==> config.mk <==
export PLATFORM = sky130hd
export DESIGN_NAME = gpio_bank
export DESIGN_NICKNAME = d
export VERILOG_FILES = /design/src/rtl/gpio_bank_pkg.sv /design/src/rtl/gpio_pin_sync.sv /design/src/rtl/gpio_port_slice.sv /design/src/rtl/gpio_bank.sv
export SDC_FILE = /design/constraint.sdc
export NUM_CORES = 1
export LEC_CHECK = 0
export BUFFER_PORTS_ARGS = -buffer_cell sky130_fd_sc_hd__buf_2
export CAP_MARGIN = 20
export CELL_PAD_IN_SITES_DETAIL_PLACEMENT = 1
export CELL_PAD_IN_SITES_GLOBAL_PLACEMENT = 2
export CORE_ASPECT_RATIO = 0.6
export CORE_MARGIN = 1
export CORE_UTILIZATION = 32
export DETAILED_ROUTE_END_ITERATION = 16
export PLACE_DENSITY_LB_ADDON = 0.1
export SLEW_MARGIN = 20
export SYNTH_ARGS = -nofsm -noshare
export SYNTH_HDL_FRONTEND = slang
export SYNTH_HIERARCHICAL = 1
export SYNTH_SLANG_ARGS = --single-unit
==> constraint.sdc <==
create_clock -name clk -period 1.9 [get_ports clk]
set_clock_uncertainty 0.05 [all_clocks]
set_input_delay 0.19 -clock clk [delete_from_list [all_inputs] [get_ports clk]]
set_output_delay 0.19 -clock clk [all_outputs]
set_load 0.05 [all_outputs]
==> src/rtl/gpio_bank_pkg.sv <==
package gpio_bank_pkg;
  localparam int BYTE_W = 8;
  typedef logic [BYTE_W-1:0] byte_t;

  // True when port index idx falls inside [first, first+count).
  function automatic logic in_span(input int idx, input int first, input int count);
    return (idx >= first) && (idx < first + count);
  endfunction
endpackage

==> src/rtl/gpio_pin_sync.sv <==
module gpio_pin_sync #(
  parameter int WIDTH = 8
) (
  input  logic             clk,
  input  logic             rst,
  input  logic [WIDTH-1:0] async_in,
  output logic [WIDTH-1:0] sync_out
);
  logic [WIDTH-1:0] stage_a;
  logic [WIDTH-1:0] stage_b;

  always_ff @(posedge clk) begin
    if (rst) begin
      stage_a <= '0;
      stage_b <= '0;
    end else begin
      stage_a <= async_in;
      stage_b <= stage_a;
    end
  end

  assign sync_out = stage_b;
endmodule

==> src/rtl/gpio_port_slice.sv <==
module gpio_port_slice
  import gpio_bank_pkg::*;
#(
  parameter bit    GATED    = 1'b0,
  parameter byte_t OD_BITS  = '0,
  parameter byte_t RO_BITS  = '0
) (
  input  logic  clk,
  input  logic  rst,
  input  logic  wr_hit,
  input  byte_t wdata,
  input  byte_t dir,
  input  byte_t pin_sync,
  input  byte_t lock_bits,
  input  logic  grp_on,
  output byte_t latch_q,
  output byte_t rd_val,
  output byte_t pad_out_q,
  output byte_t pad_oe_q
);
  logic  off;
  byte_t keep;
  byte_t drive_dir;

  assign off       = GATED && !grp_on;
  assign keep      = lock_bits | RO_BITS;
  assign drive_dir = dir & ~RO_BITS;

  always_ff @(posedge clk) begin
    if (rst) begin
      latch_q <= '0;
    end else if (off) begin
      latch_q <= '0;
    end else if (wr_hit) begin
      latch_q <= (latch_q & keep) | (wdata & ~keep);
    end
  end

  always_comb begin
    if (off) begin
      rd_val = '0;
    end else begin
      rd_val = (drive_dir & latch_q) | (~drive_dir & pin_sync);
    end
  end

  always_ff @(posedge clk) begin
    if (rst || off) begin
      pad_out_q <= '0;
      pad_oe_q  <= '0;
    end else begin
      pad_out_q <= latch_q & ~OD_BITS;
      pad_oe_q  <= drive_dir & ~(OD_BITS & latch_q);
    end
  end
endmodule

==> src/rtl/gpio_bank.sv <==
module gpio_bank
  import gpio_bank_pkg::*;
#(
  parameter int    NUM_PORTS  = 8,
  parameter int    ADDR_W     = 4,
  parameter int    BASE_ADDR  = 2,
  parameter int    GATE_FIRST = 5,
  parameter int    GATE_COUNT = 3,
  parameter int    OD_PORT    = 3,
  parameter byte_t OD_MASK    = 8'h03,
  parameter int    RO_PORT    = 4,
  parameter byte_t RO_MASK    = 8'h20
) (
  input  logic                            clk,
  input  logic                            rst,
  input  logic [ADDR_W-1:0]               bus_addr,
  input  logic                            bus_wr,
  input  logic                            bus_rd,
  input  logic [7:0]                      bus_wdata,
  output logic [7:0]                      bus_rdata,
  input  logic [NUM_PORTS*BYTE_W-1:0]     port_dir,
  input  logic [NUM_PORTS*BYTE_W-1:0]     pin_in,
  input  logic                            ext_bus_mode,
  input  logic [NUM_PORTS*BYTE_W-1:0]     bus_lock_mask,
  input  logic                            grp_enable,
  output logic [NUM_PORTS*BYTE_W-1:0]     pad_out,
  output logic [NUM_PORTS*BYTE_W-1:0]     pad_oe
);
  localparam int PIN_W = NUM_PORTS * BYTE_W;

  logic [PIN_W-1:0]     pin_sync;
  logic [PIN_W-1:0]     latch_flat;
  logic [PIN_W-1:0]     rd_flat;
  logic [NUM_PORTS-1:0] sel;
  byte_t                rd_next;

  gpio_pin_sync #(.WIDTH(PIN_W)) u_sync (
    .clk      (clk),
    .rst      (rst),
    .async_in (pin_in),
    .sync_out (pin_sync)
  );

  for (genvar p = 0; p < NUM_PORTS; p++) begin : g_port
    localparam bit    IS_GATED = in_span(p, GATE_FIRST, GATE_COUNT);
    localparam byte_t OD_P     = (p == OD_PORT) ? OD_MASK : byte_t'(0);
    localparam byte_t RO_P     = (p == RO_PORT) ? RO_MASK : byte_t'(0);

    assign sel[p] = (bus_addr == ADDR_W'(BASE_ADDR + p));

    gpio_port_slice #(
      .GATED   (IS_GATED),
      .OD_BITS (OD_P),
      .RO_BITS (RO_P)
    ) u_slice (
      .clk       (clk),
      .rst       (rst),
      .wr_hit    (bus_wr && sel[p]),
      .wdata     (bus_wdata),
      .dir       (port_dir[p*BYTE_W +: BYTE_W]),
      .pin_sync  (pin_sync[p*BYTE_W +: BYTE_W]),
      .lock_bits (ext_bus_mode ? bus_lock_mask[p*BYTE_W +: BYTE_W] : byte_t'(0)),
      .grp_on    (grp_enable),
      .latch_q   (latch_flat[p*BYTE_W +: BYTE_W]),
      .rd_val    (rd_flat[p*BYTE_W +: BYTE_W]),
      .pad_out_q (pad_out[p*BYTE_W +: BYTE_W]),
      .pad_oe_q  (pad_oe[p*BYTE_W +: BYTE_W])
    );
  end

  always_comb begin
    rd_next = '0;
    for (int p = 0; p < NUM_PORTS; p++) begin
      if (sel[p]) rd_next = rd_flat[p*BYTE_W +: BYTE_W];
    end
  end

  always_ff @(posedge clk) begin
    if (rst) begin
      bus_rdata <= '0;
    end else if (bus_rd) begin
      bus_rdata <= rd_next;
    end
  end
endmodule

Yosys cells after proc, flatten, opt, wreduce, memory -nomap -nowiden
Index checks and enable logic that the tools add are counted.

Bits in read-only memories: 0. Flip-flop bits (word level): 328. RAM bits: 0. Word-level logic and storage cells: 134. Latch bits: 0. Memories kept: 0. Output and inout port bits: 136.

$add $sub $neg: 0. Bitwise logic cells: 67. Muxes and demuxes: 19. $mul: 0. Shift-type cells: 0. Order comparisons: 0. Reduce and logical (&&, ||, !) cells: 11. Equality and inequality tests: 8. Div/mod/pow operators: 0.

Operators by type and width (count): 8-bit AND (33); 8-bit 2-to-1 mux (19); 8-bit inverter (16); 8-bit bitwise OR (16); 4-bit by 3-bit equality test with 1-bit output, second input constant (4); 4-bit by 2-bit equality test with 1-bit output, second input constant (2); 4-bit equality test, second input constant (2); 1-bit logical AND (8); 2-bit inverter with 8-bit output (1); 2-bit OR reduction (1); 1-bit logical NOT (1); 1-bit logical OR (1); 1-bit inverter (1).

Logic depth before layout (Yosys ltp)
Gate-level depths: netlist (run 1).

Word-level depth: 11. Mapped depth: 8. Depth with buffers taken out: 6.

Hierarchy
Netlist (run 1), hierarchy kept.

By module, submodules not included: gpio_pin_sync (cells an instance 270, area each 3464.6 um2, times used 1, seq. area each 2562.5 um2); gpio_port_slice at g_port[0].u_slice ... (cells an instance 74, area each 900.9 um2, times used 3, seq. area each 480.5 um2); gpio_port_slice at g_port[5].u_slice ... (cells an instance 84, area each 898.4 um2, times used 3, seq. area each 480.5 um2); gpio_bank (cells an instance 210, area each 1421.4 um2, times used 1, seq. area each 160.2 um2); gpio_port_slice at g_port[3].u_slice (cells an instance 75, area each 864.6 um2, times used 1, seq. area each 440.4 um2); gpio_port_slice at g_port[4].u_slice (cells an instance 70, area each 847.1 um2, times used 1, seq. area each 420.4 um2).

Worst setup path before layout (run 1)
No wires, ideal clock.

Kind: input -> register. Start: input bus_addr[0]. End: register (tool-made name). Setup time: 0.121 ns. Cell stages on the path: 5. Slack: 0.239 ns. Path buffers: 2. Arrival time: 1.490 ns. Cell sequence: buf_2 buf_6 nor3b_1 nor2b_1 mux2_2.

RTL lines: from (decl) (RTL line gpio_bank.sv:16) `input logic [ADDR_W-1:0] bus_addr,`.

==> results of run 1 <==
## what timing repair did
| item | in CTS | in global routing |
|---|---|---|
| endpoints found under the hold margin | 154 | 0 |
| gates resized for setup | 0 | 1 |
| endpoints found under the setup margin | 0 | 1 |
| buffers inserted | 0 | 0 |
| hold buffers | 161 | 0 |
## power by group through the flow
stage	combinational (uW)	sequential, uW	clock (uW)
after floorplan	575	7440	0
after global placement	1390	7180	0
after detailed placement	1400	7190	0
after CTS	1670	7030	6760
after global routing	1790	7050	7050
final	1660	7030	6560
## stage by stage
| step | hold slack, ps | area (um2) | cells | util |
|---|---|---|---|---|
| final | 21.7 | 16900 | 2143 | 0.463 |
| after global routing | 3.48 | 16900 | 2141 | 0.462 |
| after CTS | 0.134 | 16900 | 2139 | 0.462 |
| after detailed placement | 356 | 14200 | 1921 | 0.389 |
| after global placement | 351 | 14200 | 1921 | 0.389 |
| after floorplan | 221 | 12000 | 1099 | - |
## metal layers
metal / vias to the layer above / global-route usage / part of all wire
met5: - / 0 / 0
met4: 0 / 0.0476 / 0.023
met3: 52 / 0.0425 / 0.058
met2: 224 / 0.333 / 0.45
met1: 4448 / 0.282 / 0.47
li1: 4575 / - / -
## critical path: stages
cell and delay [ps]:
dlygate4sd3_1 550, buf_2 170, nand3b_1 310, nor2_1 330, buf_4 240, nor2b_1 180, mux2i_1 230, nor2_1 60
## placed cells by master (no fill, tap or decap), types with 15 or more instances in the layout
master	count
buf_4	32
nor2b_1	281
and2b_1	30
mux2_2	69
clkbuf_16	31
and2_1	111
dfxtp_1	323
o22ai_1	15
dlygate4sd3_1	161
nor2_1	45
buf_2	338
o21ai_1	15
mux2i_1	48
## cell type report
class	instances	area, um2
well taps	504	631
diodes	4	10.0
clock inverters	7	110
clock buffers	50	967
fillers	4123	19700
multi-input cells	719	5130
flip-flops and latches	323	6470
repair buffers	535	3620
inverters	1	3.75
## worst max-delay path by stage
stage	cells past startpoint	slack (ps)	end	startpoint
after floorplan	5	240	flip-flop	bus_addr[0]
after global placement	7	160	flip-flop	bus_addr[3]
after detailed placement	6	90	flip-flop	bus_addr[3]
after CTS	7	110	flip-flop	bus_addr[3]
after global routing	8	8	flip-flop	bus_addr[3]
final	8	40	flip-flop	bus_addr[3]
==> results.yml, run 1 <==
outcome:
  status: "finished, final reports clean"
clock_tree:
  cts_root_buf: "clkbuf_16"
  clock-sinks: 323
  clockBufferDepth: 3
  clk_pin_slew_ps: 70
  htree_num_levels: 1
  clk_latency_ps: 570
  numCtsBuffers: 31
  cts_tree: "done"
job:
  maxCapViolCount: 0
synthesis:
  syn_avg_cell_area_um2: 10.9
  syn_area_um2: 12000
  syn_inst: 1097
  ys_warn_count: 6
min_path:
  hp-start: "bus_lock_mask[11]"
  holdPathStages: 4
  hp-class: "input pin to flip-flop"
place:
  place_ws_ps: 93.3
  port_buffers: 339
  place_congestion: 0.834
  hpwl_um: 28000
routing:
  wl_per_cell_um: 18.7
  drc: 0
  dr_total_vias: 9299
  first_iter_violations: 354
  ant_nets: 0
  firstDrtPassIters: 4
  wl_um: 40000
  routed_via_density: 4.34
setup_path:
  cp.required_ps: 2290
  worstSetupPathType: "input pin to flip-flop"
  worstSetupEndpointType: "flip-flop"
  r2r_setup_slack_ps: 250
  cp-start-kind: "input pin"
  r2r-end: "bus_rdata[4]"
  reg2reg_depth: 6
  crit_fanout: 8
  arrival_ps: 2250
cells_and_area:
  area_growth_pct: 41.4
  drive_gt1_frac: 0.322
  final_nets: 1821
timing:
  fmax_ghz: 0.539
  max_slew_margin: 0.610
  hold_viol_final: 0
  drv_slew: 0
  setup_ws_ps: 43.3
  rsz0062_at_grt: "no"
  worst_pin_slew_ps: 569
  post-route-min-period_ps: 1860
  setup_violations: 0
  post-route-period-util: 0.977
  setup_tns_ps: 0
die:
  io_pins: 346
  dieHeight_um: 152
  initial_core_util: 0.327
  core_area_um2: 36600
  die_area_um2: 38200
  die_w_um: 252
  fp-row-count: 54
pwr:
  power_switching_uw: 3650
  ir_drop_uv: 615
  p_per_area_nw_per_um2: 901
  p_sw_frac: 0.239
  pwr-share-comb: 0.109
  pwr-share-seq: 0.461
  intPower_uw: 11600
  p_clk_frac: 0.430
  total_leakage_power_uw: 0.00758
  p_total_uw: 15300
global_route:
  grt_util_all_layers: 0.206
  grt_start_max_net_pins: 64
  grt_pass1_wl_um: 59400
  gr-total-overflow: 0
  antenna_found_initial: 10
  grt_pass1_vias: 9725
Power figures use the tool's default switching activity.
==> run 2: changes to the inputs <==
--- a/config.mk
+++ b/config.mk
@@ -5,14 +5,16 @@
 export SDC_FILE = /design/constraint.sdc
 export NUM_CORES = 1
 export LEC_CHECK = 0
+export ABC_AREA = 1
 export BUFFER_PORTS_ARGS = -buffer_cell sky130_fd_sc_hd__buf_2
 export CAP_MARGIN = 20
 export CELL_PAD_IN_SITES_DETAIL_PLACEMENT = 1
 export CELL_PAD_IN_SITES_GLOBAL_PLACEMENT = 2
 export CORE_ASPECT_RATIO = 0.6
 export CORE_MARGIN = 1
-export CORE_UTILIZATION = 32
+export CORE_UTILIZATION = 29
 export DETAILED_ROUTE_END_ITERATION = 16
+export GPL_TIMING_DRIVEN = 0
 export PLACE_DENSITY_LB_ADDON = 0.1
 export SLEW_MARGIN = 20
 export SYNTH_ARGS = -nofsm -noshare
==> results.yml, run 2 <==
outcome:
  status: "finished, final reports clean"
timing:
  holdWs_ps: 24.0
  hold_viol_final: 0
  post-route-period-util: 0.863
  drv_slew: 0
  worst_pin_slew_ps: 954
  rsz0062_at_grt: "no"
  setup_tns_ps: 0
  post-route-min-period_ps: 1640
  setup_violations: 0
  fmax_ghz: 0.610
  max_slew_margin: 0.364
  setup_ws_ps: 260
clock_tree:
  cts_tree: "done"
  clk_latency_ps: 520
  post-cts-setup-buffer-count: 0
  clk_pin_slew_ps: 60
  clockBufferDepth: 3
  numCtsBuffers: 35
  htree_num_levels: 2
  clock-sinks: 323
  cts_root_buf: "clkbuf_16"
die:
  die_w_um: 273
  core_area_um2: 43300
  fp-row-count: 59
  io_pins: 346
  die_area_um2: 44800
  initial_core_util: 0.294
  dieHeight_um: 164
setup_path:
  cp-start-kind: "flip-flop"
  path_cells: "inv_1 -> o21ai_1 -> nand3_1 -> nand3_1 -> nor2_1 -> nand4_1 -> nand2_1 -> a21oi_2"
  worstSetupEndpointType: "flip-flop"
  cp.required_ps: 2310
  arrival_ps: 2050
  crit_buf_inv: 1
  worstSetupPathType: "flip-flop to flip-flop"
  slowest_delay_ps: 390
  cp_top_family: "simple AND/OR/NAND/NOR gates"
  crit_slowest_cell: "o21ai_1"
  cpMostUsedCell: "nand3_1"
  crit_fanout: 2
cells_and_area:
  final_nets: 2411
  multi_input_area_um2: 3970
  stdcell_area_um2: 17700
  area_growth_pct: 39.0
  seqCellArea_um2: 6470
  final_cell_mix: "inv_1, buf_2, dfxtp_1"
  final_common_cell: "inv_1"
  drive_gt1_frac: 0.243
  fill_cells: 5393
global_route:
  use_met2: 0.323
  grt_start_max_net_pins: 28
  grt-busiest-layer: "met2"
  use_met1: 0.295
  use_met3: 0.0379
  grt_util_all_layers: 0.206
  grt_pass1_wl_um: 68100
  grt_pass1_vias: 11500
  gr-total-overflow: 0
  antenna_found_initial: 7
synthesis:
  syn_inst: 1689
  syn_area_um2: 12700
  ys_warn_count: 6
  syn_avg_cell_area_um2: 7.54
place:
  dpl_cell_area_um2: 15200
  hpwl_um: 34600
  place_congestion: 0.854
  port_buffers: 337
  place_ws_ps: -262
routing:
  firstDrtPassIters: 5
  dr_total_vias: 11600
  first_iter_violations: 560
  drc: 0
  ant_nets: 0
  wl_per_cell_um: 16.4
  wl_um: 46200
  routed_via_density: 4.11
pwr:
  ir_drop_uv: 600
  p_per_area_nw_per_um2: 896
  total_leakage_power_uw: 0.00896
min_path:
  hp-class: "input pin to flip-flop"
job:
  maxCapViolCount: 0
run 2: repair_timing:
item | 4_1_cts | 5_1_grt
hold endpoints to repair | 136 | 0
resized for setup | 0 | 0
hold buffers | 136 | 0
endpoints found under the setup margin | 0 | 0
run 2: path summary, 6_finish.rpt:
check	start	endpoint	slack (ps)	cells after the start
max	flip-flop	bus_rdata[3]	260	8
min	bus_lock_mask[4]	flip-flop	20	6
max reg2reg	flip-flop	bus_rdata[3]	260	8
min reg2reg	u_sync/stage_a[3]	u_sync/sync_out[3]	350	2
run 2: stage by stage:
stage          total power [uW]  cells   util
6_report                  15900   2811  0.408
5_1_grt                   16600   2807  0.408
4_1_cts                   16100   2804  0.408
2_1_floorplan              8180   1691      -
3_5_place_dp               8860   2607  0.350
3_3_place_gp               8830   2607  0.350
run 2: worst reg2reg max path: stages, from the launching register on:
cell     delay [ps]
dfxtp_1         350
inv_1            60
o21ai_1         390
nand3_1         180
nand3_1         140
nor2_1           90
nand4_1         110
nand2_1          90
a21oi_2         110
run 2: area by class of cell:
cell class,count,area share
repair buffers,473,0.172
multi-input cells,835,0.224
well taps,579,0.0409
inverters,476,0.102
clock buffers,52,0.0611
plain buffers,57,0.0291
diodes,7,0.000990
clock inverters,9,0.00438
flip-flops and latches,323,0.365
run 2: power breakdown:
part           total, uW  internal [uW]  switching (uW)
combinational       1860            677            1180
sequential          7060           6990            61.4
clock               6950           4080            2870
total              15900          11700            4120
run 2: metal layers:
layer	share of wire	up-vias
met3	0.046	39
met5	0	-
met2	0.44	199
li1	-	5928
met1	0.50	5385
met4	0.013	0
